`src/rtl/pwm_fifo_pkg.sv`:
```
package pwm_fifo_pkg;
    // Byte offsets on the register bus
    localparam int OFF_CTRL   = 'h00;
    localparam int OFF_STATUS = 'h04;
    localparam int OFF_SAMPLE = 'h0C;
    localparam int OFF_PERIOD = 'h10;

    // Control word bit positions
    localparam int CB_EN      = 0;
    localparam int CB_SWRST   = 3;
    localparam int CB_DIV_LO  = 4;
    localparam int DIV_W      = 12;
    localparam int CB_SEL_LO  = 16;
    localparam int SEL_W      = 2;

    // Bits that a control write keeps (enable, divider, select, three mode enables)
    localparam logic [31:0] CTRL_KEEP = 32'h01C3_FFF1;

    // Status word layout
    localparam int SB_OVF     = 4;

    function automatic logic [31:0] pack_status(input logic [7:0] occ, input logic ovf);
        logic [31:0] s;
        s = 32'(occ);
        s[SB_OVF] = ovf;
        return s;
    endfunction
endpackage

```
`src/rtl/pwm_ctrl_regs.sv`:
```
module pwm_ctrl_regs
    import pwm_fifo_pkg::*;
#(
    parameter int ADDR_W   = 5,
    parameter int PERIOD_W = 16
) (
    input  logic                clk,
    input  logic                rst_n,
    input  logic                bus_wr,
    input  logic [ADDR_W-1:0]   bus_addr,
    input  logic [31:0]         bus_wdata,
    output logic [31:0]         ctrl_word,
    output logic [PERIOD_W-1:0] period_val,
    output logic                swrst
);
    typedef struct packed {
        logic [31:0]         ctrl;
        logic [PERIOD_W-1:0] period;
        logic                swr;
    } regs_t;

    regs_t r_q, r_d;
    logic  hit_ctrl, hit_period;

    always_comb begin
        hit_ctrl   = bus_wr && (bus_addr == ADDR_W'(OFF_CTRL));
        hit_period = bus_wr && (bus_addr == ADDR_W'(OFF_PERIOD));
        r_d        = r_q;
        r_d.swr    = 1'b0;
        if (hit_ctrl) begin
            if (bus_wdata[CB_SWRST]) begin
                r_d.ctrl   = '0;
                r_d.period = '0;
                r_d.swr    = 1'b1;
            end else begin
                r_d.ctrl = bus_wdata & CTRL_KEEP;
            end
        end
        if (hit_period && !(hit_ctrl && bus_wdata[CB_SWRST])) begin
            r_d.period = bus_wdata[PERIOD_W-1:0];
        end
    end

    always_ff @(posedge clk or negedge rst_n) begin
        if (!rst_n) r_q <= '0;
        else        r_q <= r_d;
    end

    always_comb begin
        ctrl_word           = r_q.ctrl;
        ctrl_word[CB_SWRST] = r_q.swr;
    end
    assign period_val = r_q.period;
    assign swrst      = r_q.swr;

    // reset bit is visible for one cycle only
    assert_swr_selfclear_R11: assert property (@(posedge clk) disable iff (!rst_n)
        r_q.swr |=> !r_q.swr);
    // while reset bit reads 1 the stored control fields are clear
    assert_swr_clears_ctrl_R11: assert property (@(posedge clk) disable iff (!rst_n)
        $rose(r_q.swr) |-> (r_q.ctrl == '0 && r_q.period == '0));
endmodule

```
`src/rtl/pwm_sample_fifo.sv`:
```
module pwm_sample_fifo #(
    parameter int DEPTH    = 4,
    parameter int SAMPLE_W = 16
) (
    input  logic                clk,
    input  logic                rst_n,
    input  logic                flush,
    input  logic                push,
    input  logic [SAMPLE_W-1:0] push_data,
    input  logic                pop,
    output logic [SAMPLE_W-1:0] head,
    output logic                empty,
    output logic [7:0]          occupancy,
    output logic                overflow
);
    localparam int PTR_W = (DEPTH > 1) ? $clog2(DEPTH) : 1;
    localparam int OCC_W = $clog2(DEPTH + 1);

    typedef struct packed {
        logic [DEPTH-1:0][SAMPLE_W-1:0] mem;
        logic [PTR_W-1:0]               wp;
        logic [PTR_W-1:0]               rp;
        logic [OCC_W-1:0]               cnt;
        logic                           ovf;
    } fifo_t;

    fifo_t f_q, f_d;
    logic  full, do_pop, do_push;

    function automatic logic [PTR_W-1:0] nxt(input logic [PTR_W-1:0] p);
        return (p == PTR_W'(DEPTH - 1)) ? '0 : p + PTR_W'(1);
    endfunction

    always_comb begin
        full    = (f_q.cnt == OCC_W'(DEPTH));
        do_pop  = pop && (f_q.cnt != '0);
        do_push = push && !full;
        f_d     = f_q;
        if (flush) begin
            f_d.wp  = '0;
            f_d.rp  = '0;
            f_d.cnt = '0;
            f_d.ovf = 1'b0;
        end else begin
            if (do_pop) f_d.rp = nxt(f_q.rp);
            if (do_push) begin
                f_d.mem[f_q.wp] = push_data;
                f_d.wp          = nxt(f_q.wp);
            end
            if (push && full) f_d.ovf = 1'b1;
            f_d.cnt = f_q.cnt + OCC_W'(do_push) - OCC_W'(do_pop);
        end
    end

    always_ff @(posedge clk or negedge rst_n) begin
        if (!rst_n) f_q <= '0;
        else        f_q <= f_d;
    end

    assign head      = f_q.mem[f_q.rp];
    assign empty     = (f_q.cnt == '0);
    assign occupancy = 8'(f_q.cnt);
    assign overflow  = f_q.ovf;

    // occupancy never passes the depth
    assert_occ_bound_R3: assert property (@(posedge clk) disable iff (!rst_n)
        f_q.cnt <= OCC_W'(DEPTH));
    // an accepted write with no pop grows occupancy by one on the next edge
    assert_push_grows_R3: assert property (@(posedge clk) disable iff (!rst_n)
        (push && !flush && !pop && f_q.cnt < OCC_W'(DEPTH)) |=> (f_q.cnt == $past(f_q.cnt) + OCC_W'(1)));
    // a write into a full queue leaves it full and raises the flag
    assert_no_overflow_R4: assert property (@(posedge clk) disable iff (!rst_n)
        (push && !flush && !pop && f_q.cnt == OCC_W'(DEPTH)) |=> (f_q.cnt == OCC_W'(DEPTH) && f_q.ovf));
endmodule

```
`src/rtl/pwm_prescaler.sv`:
```
module pwm_prescaler #(
    parameter int DIV_W = 12
) (
    input  logic             clk,
    input  logic             rst_n,
    input  logic             run,
    input  logic [DIV_W-1:0] div,
    output logic             tick
);
    typedef struct packed {
        logic [DIV_W-1:0] pre;
    } pre_t;

    pre_t p_q, p_d;

    always_comb begin
        tick = run && (p_q.pre >= div);
        if (!run || tick) p_d.pre = '0;
        else              p_d.pre = p_q.pre + DIV_W'(1);
    end

    always_ff @(posedge clk or negedge rst_n) begin
        if (!rst_n) p_q <= '0;
        else        p_q <= p_d;
    end

    // every tick restarts the divider count
    assert_tick_restart_R7: assert property (@(posedge clk) disable iff (!rst_n)
        tick |=> (p_q.pre == '0));
endmodule

```
`src/rtl/pwm_period_core.sv`:
```
module pwm_period_core #(
    parameter int PERIOD_W = 16,
    parameter int SAMPLE_W = 16
) (
    input  logic                clk,
    input  logic                rst_n,
    input  logic                clear,
    input  logic                run,
    input  logic                tick,
    input  logic [PERIOD_W-1:0] period_val,
    input  logic [SAMPLE_W-1:0] fifo_head,
    input  logic                fifo_empty,
    output logic                fifo_pop,
    output logic                counting,
    output logic                pwm_out
);
    localparam int CNT_W = PERIOD_W + 1;
    localparam int CMP_W = (SAMPLE_W > CNT_W) ? SAMPLE_W : CNT_W;

    typedef struct packed {
        logic                loaded;
        logic [CNT_W-1:0]    cnt;
        logic [SAMPLE_W-1:0] cur;
    } core_t;

    core_t c_q, c_d;
    logic  at_end;

    always_comb begin
        at_end   = c_q.cnt >= (CNT_W'(period_val) + CNT_W'(1));
        c_d      = c_q;
        fifo_pop = 1'b0;
        if (clear) begin
            c_d = '0;
        end else if (!run) begin
            c_d.loaded = 1'b0;
            c_d.cnt    = '0;
        end else if (!c_q.loaded) begin
            c_d.loaded = 1'b1;
            c_d.cnt    = '0;
            if (!fifo_empty) begin
                fifo_pop = 1'b1;
                c_d.cur  = fifo_head;
            end
        end else if (tick) begin
            if (at_end) begin
                c_d.cnt = '0;
                if (!fifo_empty) begin
                    fifo_pop = 1'b1;
                    c_d.cur  = fifo_head;
                end
            end else begin
                c_d.cnt = c_q.cnt + CNT_W'(1);
            end
        end
    end

    always_ff @(posedge clk or negedge rst_n) begin
        if (!rst_n) c_q <= '0;
        else        c_q <= c_d;
    end

    assign counting = c_q.loaded;
    assign pwm_out  = c_q.loaded && (CMP_W'(c_q.cnt) < CMP_W'(c_q.cur));

    // counting always begins at the first tick of a period
    assert_load_start_R5: assert property (@(posedge clk) disable iff (!rst_n)
        $rose(c_q.loaded) |-> (c_q.cnt == '0));
    // a stopped block drives the output low on the next cycle
    assert_idle_low_R9: assert property (@(posedge clk) disable iff (!rst_n)
        !run |=> !pwm_out);
endmodule

```
`src/rtl/pwm_fifo_top.sv`:
```
module pwm_fifo_top
    import pwm_fifo_pkg::*;
#(
    parameter int ADDR_W     = 5,
    parameter int PERIOD_W   = 16,
    parameter int SAMPLE_W   = 16,
    parameter int FIFO_DEPTH = 4
) (
    input  logic              clk,
    input  logic              rst_n,
    input  logic              bus_wr,
    input  logic [ADDR_W-1:0] bus_addr,
    input  logic [31:0]       bus_wdata,
    output logic [31:0]       bus_rdata,
    output logic              pwm_out
);
    logic [31:0]         ctrl_word;
    logic [PERIOD_W-1:0] period_val;
    logic                swrst;
    logic                run, tick, counting, fifo_pop, fifo_empty, fifo_ovf;
    logic [SAMPLE_W-1:0] fifo_head;
    logic [7:0]          occ;
    logic                sample_wr;

    pwm_ctrl_regs #(.ADDR_W(ADDR_W), .PERIOD_W(PERIOD_W)) u_regs (
        .clk(clk), .rst_n(rst_n), .bus_wr(bus_wr), .bus_addr(bus_addr),
        .bus_wdata(bus_wdata), .ctrl_word(ctrl_word), .period_val(period_val),
        .swrst(swrst)
    );

    assign sample_wr = bus_wr && (bus_addr == ADDR_W'(OFF_SAMPLE));

    pwm_sample_fifo #(.DEPTH(FIFO_DEPTH), .SAMPLE_W(SAMPLE_W)) u_fifo (
        .clk(clk), .rst_n(rst_n), .flush(swrst), .push(sample_wr),
        .push_data(bus_wdata[SAMPLE_W-1:0]), .pop(fifo_pop), .head(fifo_head),
        .empty(fifo_empty), .occupancy(occ), .overflow(fifo_ovf)
    );

    assign run = ctrl_word[CB_EN] && (ctrl_word[CB_SEL_LO +: SEL_W] != '0);

    pwm_prescaler #(.DIV_W(DIV_W)) u_pre (
        .clk(clk), .rst_n(rst_n), .run(counting), .div(ctrl_word[CB_DIV_LO +: DIV_W]),
        .tick(tick)
    );

    pwm_period_core #(.PERIOD_W(PERIOD_W), .SAMPLE_W(SAMPLE_W)) u_core (
        .clk(clk), .rst_n(rst_n), .clear(swrst), .run(run), .tick(tick),
        .period_val(period_val), .fifo_head(fifo_head), .fifo_empty(fifo_empty),
        .fifo_pop(fifo_pop), .counting(counting), .pwm_out(pwm_out)
    );

    always_comb begin
        case (bus_addr)
            ADDR_W'(OFF_CTRL):   bus_rdata = ctrl_word;
            ADDR_W'(OFF_STATUS): bus_rdata = pack_status(occ, fifo_ovf);
            ADDR_W'(OFF_PERIOD): bus_rdata = 32'(period_val);
            default:             bus_rdata = '0;
        endcase
    end

    // the queue is empty on the edge after the reset bit reads 1
    assert_flush_R11: assert property (@(posedge clk) disable iff (!rst_n)
        swrst |=> (occ == 8'd0 && !fifo_ovf));
endmodule

```
`config.mk`:
```
export PLATFORM = sky130hd
export DESIGN_NAME = pwm_fifo_top
export DESIGN_NICKNAME = d
export VERILOG_FILES = /design/src/rtl/pwm_fifo_pkg.sv /design/src/rtl/pwm_ctrl_regs.sv /design/src/rtl/pwm_sample_fifo.sv /design/src/rtl/pwm_prescaler.sv /design/src/rtl/pwm_period_core.sv /design/src/rtl/pwm_fifo_top.sv
export SDC_FILE = /design/constraint.sdc
export NUM_CORES = 1
export LEC_CHECK = 0
export ABC_AREA = 1
export BUFFER_PORTS_ARGS = -buffer_cell sky130_fd_sc_hd__buf_2
export CORE_MARGIN = 5
export CORE_UTILIZATION = 60
export CTS_BUF_LIST = sky130_fd_sc_hd__clkbuf_4 sky130_fd_sc_hd__clkbuf_8
export CTS_CLUSTER_SIZE = 14
export DETAILED_ROUTE_END_ITERATION = 12
export GPL_ROUTABILITY_DRIVEN = 0
export HOLD_SLACK_MARGIN = 0.1
export PLACE_DENSITY_LB_ADDON = 0.12
export SETUP_SLACK_MARGIN = 0.2
export SYNTH_ARGS = -nofsm -noshare
export SYNTH_HDL_FRONTEND = slang
export SYNTH_SLANG_ARGS = --single-unit
```
`constraint.sdc`:
```
create_clock -name clk -period 6.35 [get_ports clk]
set_input_delay 1.27 -clock clk [delete_from_list [all_inputs] [get_ports clk]]
set_output_delay 1.27 -clock clk [all_outputs]
set_load 0.02 [all_outputs]
```
**Word level (Yosys, flattened, before mapping)**

Cells that the tools add are included.
W data, S select, Z words.

- Flip-flop bits (word level): 160
- Bits in latches: 0
- RAM bits: 0
- ROM bits: 0
- Output and inout port bits: 33
- Logic and storage cells: 98
- Memories: 0

- Add/sub/neg operators: 7
- $mul: 0
- Div/mod/pow operators: 0
- $lt $le $gt $ge: 6
- Equal/unequal tests: 9
- Shift operators: 0
- Multiplexer cells: 31
- Bitwise gates (word level): 1
- Reductions and logical operators: 29

Operators by type and width:

| operator | count |
|---|---|
| $mux W16 | 6 |
| $pmux W25 S3 | 1 |
| $mux W33 | 2 |
| $bwmux W64 | 1 |
| $mux W17 | 3 |
| $mux W34 | 1 |
| $bmux W16 S2 | 1 |
| $demux W16 S2 | 1 |
| $mux W25 | 1 |
| $mux W18 | 1 |
| $add A16 B1 Y17 const B | 1 |
| $add A17 B1 Y17 const B | 1 |
| $ge A17 B17 Y1 | 1 |
| $lt A17 B16 Y1 | 1 |
| $reduce_bool A2 Y1 | 7 |
| $add A12 B1 Y12 const B | 1 |
| $ge A12 B12 Y1 | 1 |
| $logic_and A1 B1 Y1 | 12 |
| $mux W12 | 1 |
| $mux W2 | 4 |
| $mux W8 | 1 |
| $mux W1 | 7 |
| $lt A2 B3 Y1 const B | 2 |
| $ne A3 B3 Y1 const B | 2 |
| other kinds (18) | 23 |

**Logic depth before layout (Yosys ltp)**

- Depth in word-level cells: 10
- Depth in mapped cells: 25
- Depth with buffers taken out: 23

**Cells and area by module**

From an unflattened synthesis, not the netlist that was laid out.

- Cells, all modules: 1271
- Area, all modules: 9780.6 um^2

Modules (own cells, without submodules):

| module | times used | cells each | area an instance (um^2) | sequential area each (um^2) |
|---|---|---|---|---|
| pwm_sample_fifo | 1 | 444 | 3607.2 | 1801.7 |
| pwm_period_core | 1 | 424 | 3031.7 | 850.8 |
| pwm_ctrl_regs | 1 | 170 | 1560.2 | 875.8 |
| pwm_prescaler | 1 | 126 | 937.1 | 300.3 |
| pwm_fifo_top | 1 | 107 | 644.4 | 0.0 |

**Least setup slack after synthesis**

No wires, ideal clock.

- Path kind: register to register
- From: register u_regs.r_q (netlist bit u_regs.period_val[0])
- To: register u_fifo.f_q (netlist bit u_fifo.occupancy[2])
- Setup time: 0.125 ns
- Arrival time: 3.546 ns
- Path slack: 2.679 ns
- Stages on the path, launching flop included: 26
- Path buffers: 2
- Cells stage by stage: dfrtp_1 > ha_1 > nand3_1 > nor2_1 > nand2_1 > nor3_2 > nand4_1 > nor2_1 > xor2_1 > ha_1 > nand2_1 > inv_1 > o21bai_1 > nand2_1 > nor2_1 > nand3_1 > nand3_2 > buf_4 > buf_6 > nor2_1 > ha_1 > inv_1 > ha_1 > fa_1 > o21ai_0 > a21oi_1

RTL lines:

| what | line | text |
|---|---|---|
| start, declared | pwm_ctrl_regs.sv:22 | `regs_t r_q, r_d;` |
| start signal, assigned | pwm_ctrl_regs.sv:46 | `else r_q <= r_d;` |
| end signal, assigned | pwm_sample_fifo.sv:56 | `if (!rst_n) f_q <= '0;` |
| end signal, assigned | pwm_sample_fifo.sv:57 | `else f_q <= f_d;` |
| end, declared | pwm_sample_fifo.sv:27 | `fifo_t f_q, f_d;` |

==> impl_metrics.ini <==
[yosys]
yosysSeqAreaShare_pct = 43.7
synth.avg_cell_area_um2 = 8.00
synth_flop_cell = dfrtp_1
ys_warn_count = 0
yosysTopAreaCell = dfrtp_1
syn_area_um2 = 8760
synthArstFlopShare_pct = 100
ys_seq_elements = 153
synth.distinct_cells = 42
synth_cells = 1095
netlist.area_leader.share_pct = 43.7
synth_edf_count = 0
yosys-top-cells-area = dfrtp_1 (44%), nand2_1 (8.4%), ha_1 (7.7%), inv_1 (7.0%), nor2_1 (5.2%)

[timing]
rsz0062_at_grt = false
setup_viol = 0
fin_crit_ps = 4330
fin_skew_ps = 11.9
drv_slew = 0
fin_setup_tns_ps = 0
timing.fmax_ghz = 0.231
worst_slew_pin_slew_ps = 1170
fin_crit_sh_pct = 68.2
slew_headroom_pct = 21.7
setup_ws_ps = 2020
hold_viol_final = 0

[global_routing]
grt-ovfl-total = 0
antenna_found_initial = 0
grt_pass1_vias = 6822
grt_pass1_wl_um = 34700
grt_max_degree = 110
grt_use_total_pct = 26.5

[final_layout]
final_cell_mix = nand2_1 (197), inv_1 (163), dfrtp_1 (153), nor2_1 (122), a21oi_1 (66)
drive_gt1_share_pct = 10.1
syn_to_final_growth_pct = 7.16
multi_input_area_um2 = 4020
fillers = 1307
fin_cells = 1323
register_area_um2 = 3830
fin_nets = 1220
final_common_cell = nand2_1

[clock_network]
clkTransAtPathRegs_ps = 90
post_cts_buffers = 0
h-tree-depth = 4
cts_tree = built
cts_root_buf = clkbuf_8
clk_latency_ps = 470
post_cts_resized = 0
hold_buffers = 0
clock_path_buffers = 2
cts_sinks = 153
cts_buffers = 17

[floorplanning]
die_w_um = 131
rows = 44
coreArea_um2 = 14400
die_h_um = 131
pin_count = 73
initial_core_util_pct = 60.7
dieArea_um2 = 17100

[routing]
routed-via-count = 7206
wl_per_cell_um = 16.1
wl_um = 21300
ant_nets = 0
drc_errors = 0
dr.pass1.iters = 5
vias_per_cell = 5.45
drt_iter0_drc = 480

[hold_path]
hold_class = register to register
hold-path-cell-count = 1

[worst_setup_path]
start_kind = register
crit_type = register to register
end_kind = register
cp.arrival_ps = 4680
crit_required_ps = 6700
reg2reg_depth = 23
crit_path_max_fanout = 20

[placed_design]
io_buffers = 50
place_inst = 1290
pre_cts_slack_ps = 2080
place_hpwl_um = 14900

[power]
cellPowerDensity_nw_per_um2 = 327
ir_worst_vdd_mv = 0.184
power.leakage_nw = 4.89

[status]
status = finished, final reports clean

[job]
maxCapViolCount = 0
## cell usage after synthesis, types with 2 or more instances
library cell and number:
a211oi_1 16, a21o_1 3, a21oi_1 66, a21oi_2 4
a31oi_1 2, buf_1 2, buf_2 5, buf_4 22
buf_6 5, clkbuf_1 20, dfrtp_1 153, ha_1 54
inv_1 163, nand2_1 197, nand2_2 2, nand3_1 57
nand3_2 3, nand4_1 9, nor2_1 122, nor2_2 5
nor2_4 4, nor2_8 2, nor3_1 26, nor3_2 4
nor3b_1 4, nor4_1 4, o21ai_0 62, o21ai_1 16
o21bai_1 2, o221ai_1 2, o22ai_1 29, xnor2_1 3
xor2_1 18
## layout make-up
type / instances / area share (%)
antenna: 1 / 0.0267
clock buffer: 18 / 2.64
clock inverter: 14 / 1.53
inverter: 165 / 6.60
multi-input combinational: 733 / 42.8
sequential: 153 / 40.8
tap: 184 / 2.45
timing repair buffer: 55 / 3.13
## path summary, 6_finish.rpt
path	from	endpoint	slack (ps)
worst max-delay path	u_regs.period_val[1]	u_fifo.occupancy[1]	2020
worst min-delay path	u_pre.p_q[0]	u_pre.p_q[0]	510
worst max register to register	u_regs.period_val[1]	u_fifo.occupancy[1]	2020
worst min register to register	u_pre.p_q[0]	u_pre.p_q[0]	510
max in group asynchronous	rst_n	u_fifo.f_q[53]	4260
min in group asynchronous	rst_n	u_fifo.f_q[9]	900
## metrics by stage
stage | util (%) | power [mW] | area [µm²] | hold WS, ps
3_5_place_dp | 62.3 | 2.34 | 8990 | 492
5_1_grt | 65.1 | 3.29 | 9380 | 535
3_3_place_gp | 62.3 | 2.31 | 8990 | 481
6_report | 65.1 | 3.07 | 9390 | 508
2_1_floorplan | - | 2.06 | 8800 | 455
4_1_cts | 65.1 | 3.07 | 9380 | 512
## power by group
| part | internal (mW) | total, mW | leakage [nW] | switching (mW) |
|---|---|---|---|---|
| logic | 0.336 | 1.01 | 2.81 | 0.671 |
| clock network | 0.329 | 0.734 | 0.188 | 0.405 |
| registers | 1.19 | 1.33 | 1.89 | 0.141 |
## flip-flops by register name (all words and copies together) (netlist names)
signal and cells:
u_fifo.f_q 68, u_core.c_q 33, u_regs.ctrl_word 18, u_regs.period_val 16, u_pre.p_q 12, u_fifo.occupancy 3
u_core.counting 1, u_fifo.overflow 1, u_regs.swrst 1
## critical path: stages (launching register included)
cell,delay [ps]
dfrtp_1,360
ha_1,180
nand3_1,110
nor2_1,100
nand2_1,120
nor3_2,230
nand4_1,180
nor2_1,190
nand3_1,120
ha_1,330
nand2_1,70
nor2_1,170
nand2_1,90
nor2_1,120
nor2_1,70
nand3_1,120
nand3_2,390
nor2_1,220
ha_1,250
inv_1,60
ha_1,170
fa_1,430
inv_1,70
nor2_1,40
## layer usage
| layer | vias to the layer above | share of wire (%) | global-route usage [%] |
|---|---|---|---|
| met5 | - | 0 | 0 |
| met4 | 0 | 3.2 | 10.6 |
| met3 | 47 | 6.5 | 5.41 |
| met2 | 205 | 46 | 41.3 |
| met1 | 3362 | 45 | 36.4 |
| li1 | 3592 | - | - |
## cell families (layout without fill, tap and decap cells)
kind of cell | count (synthesis) | after routing | share of synthesized area (%)
xor+xnor | 21 | 21 | 2.10
other cells | 1 | 12 | 0.0428
simple gates | 441 | 441 | 22.2
buf+inv | 219 | 252 | 10.8
flops | 153 | 153 | 43.7
compound gates | 205 | 205 | 13.2
fa+ha+maj | 55 | 55 | 7.94
Power figures use the tool's default switching activity.
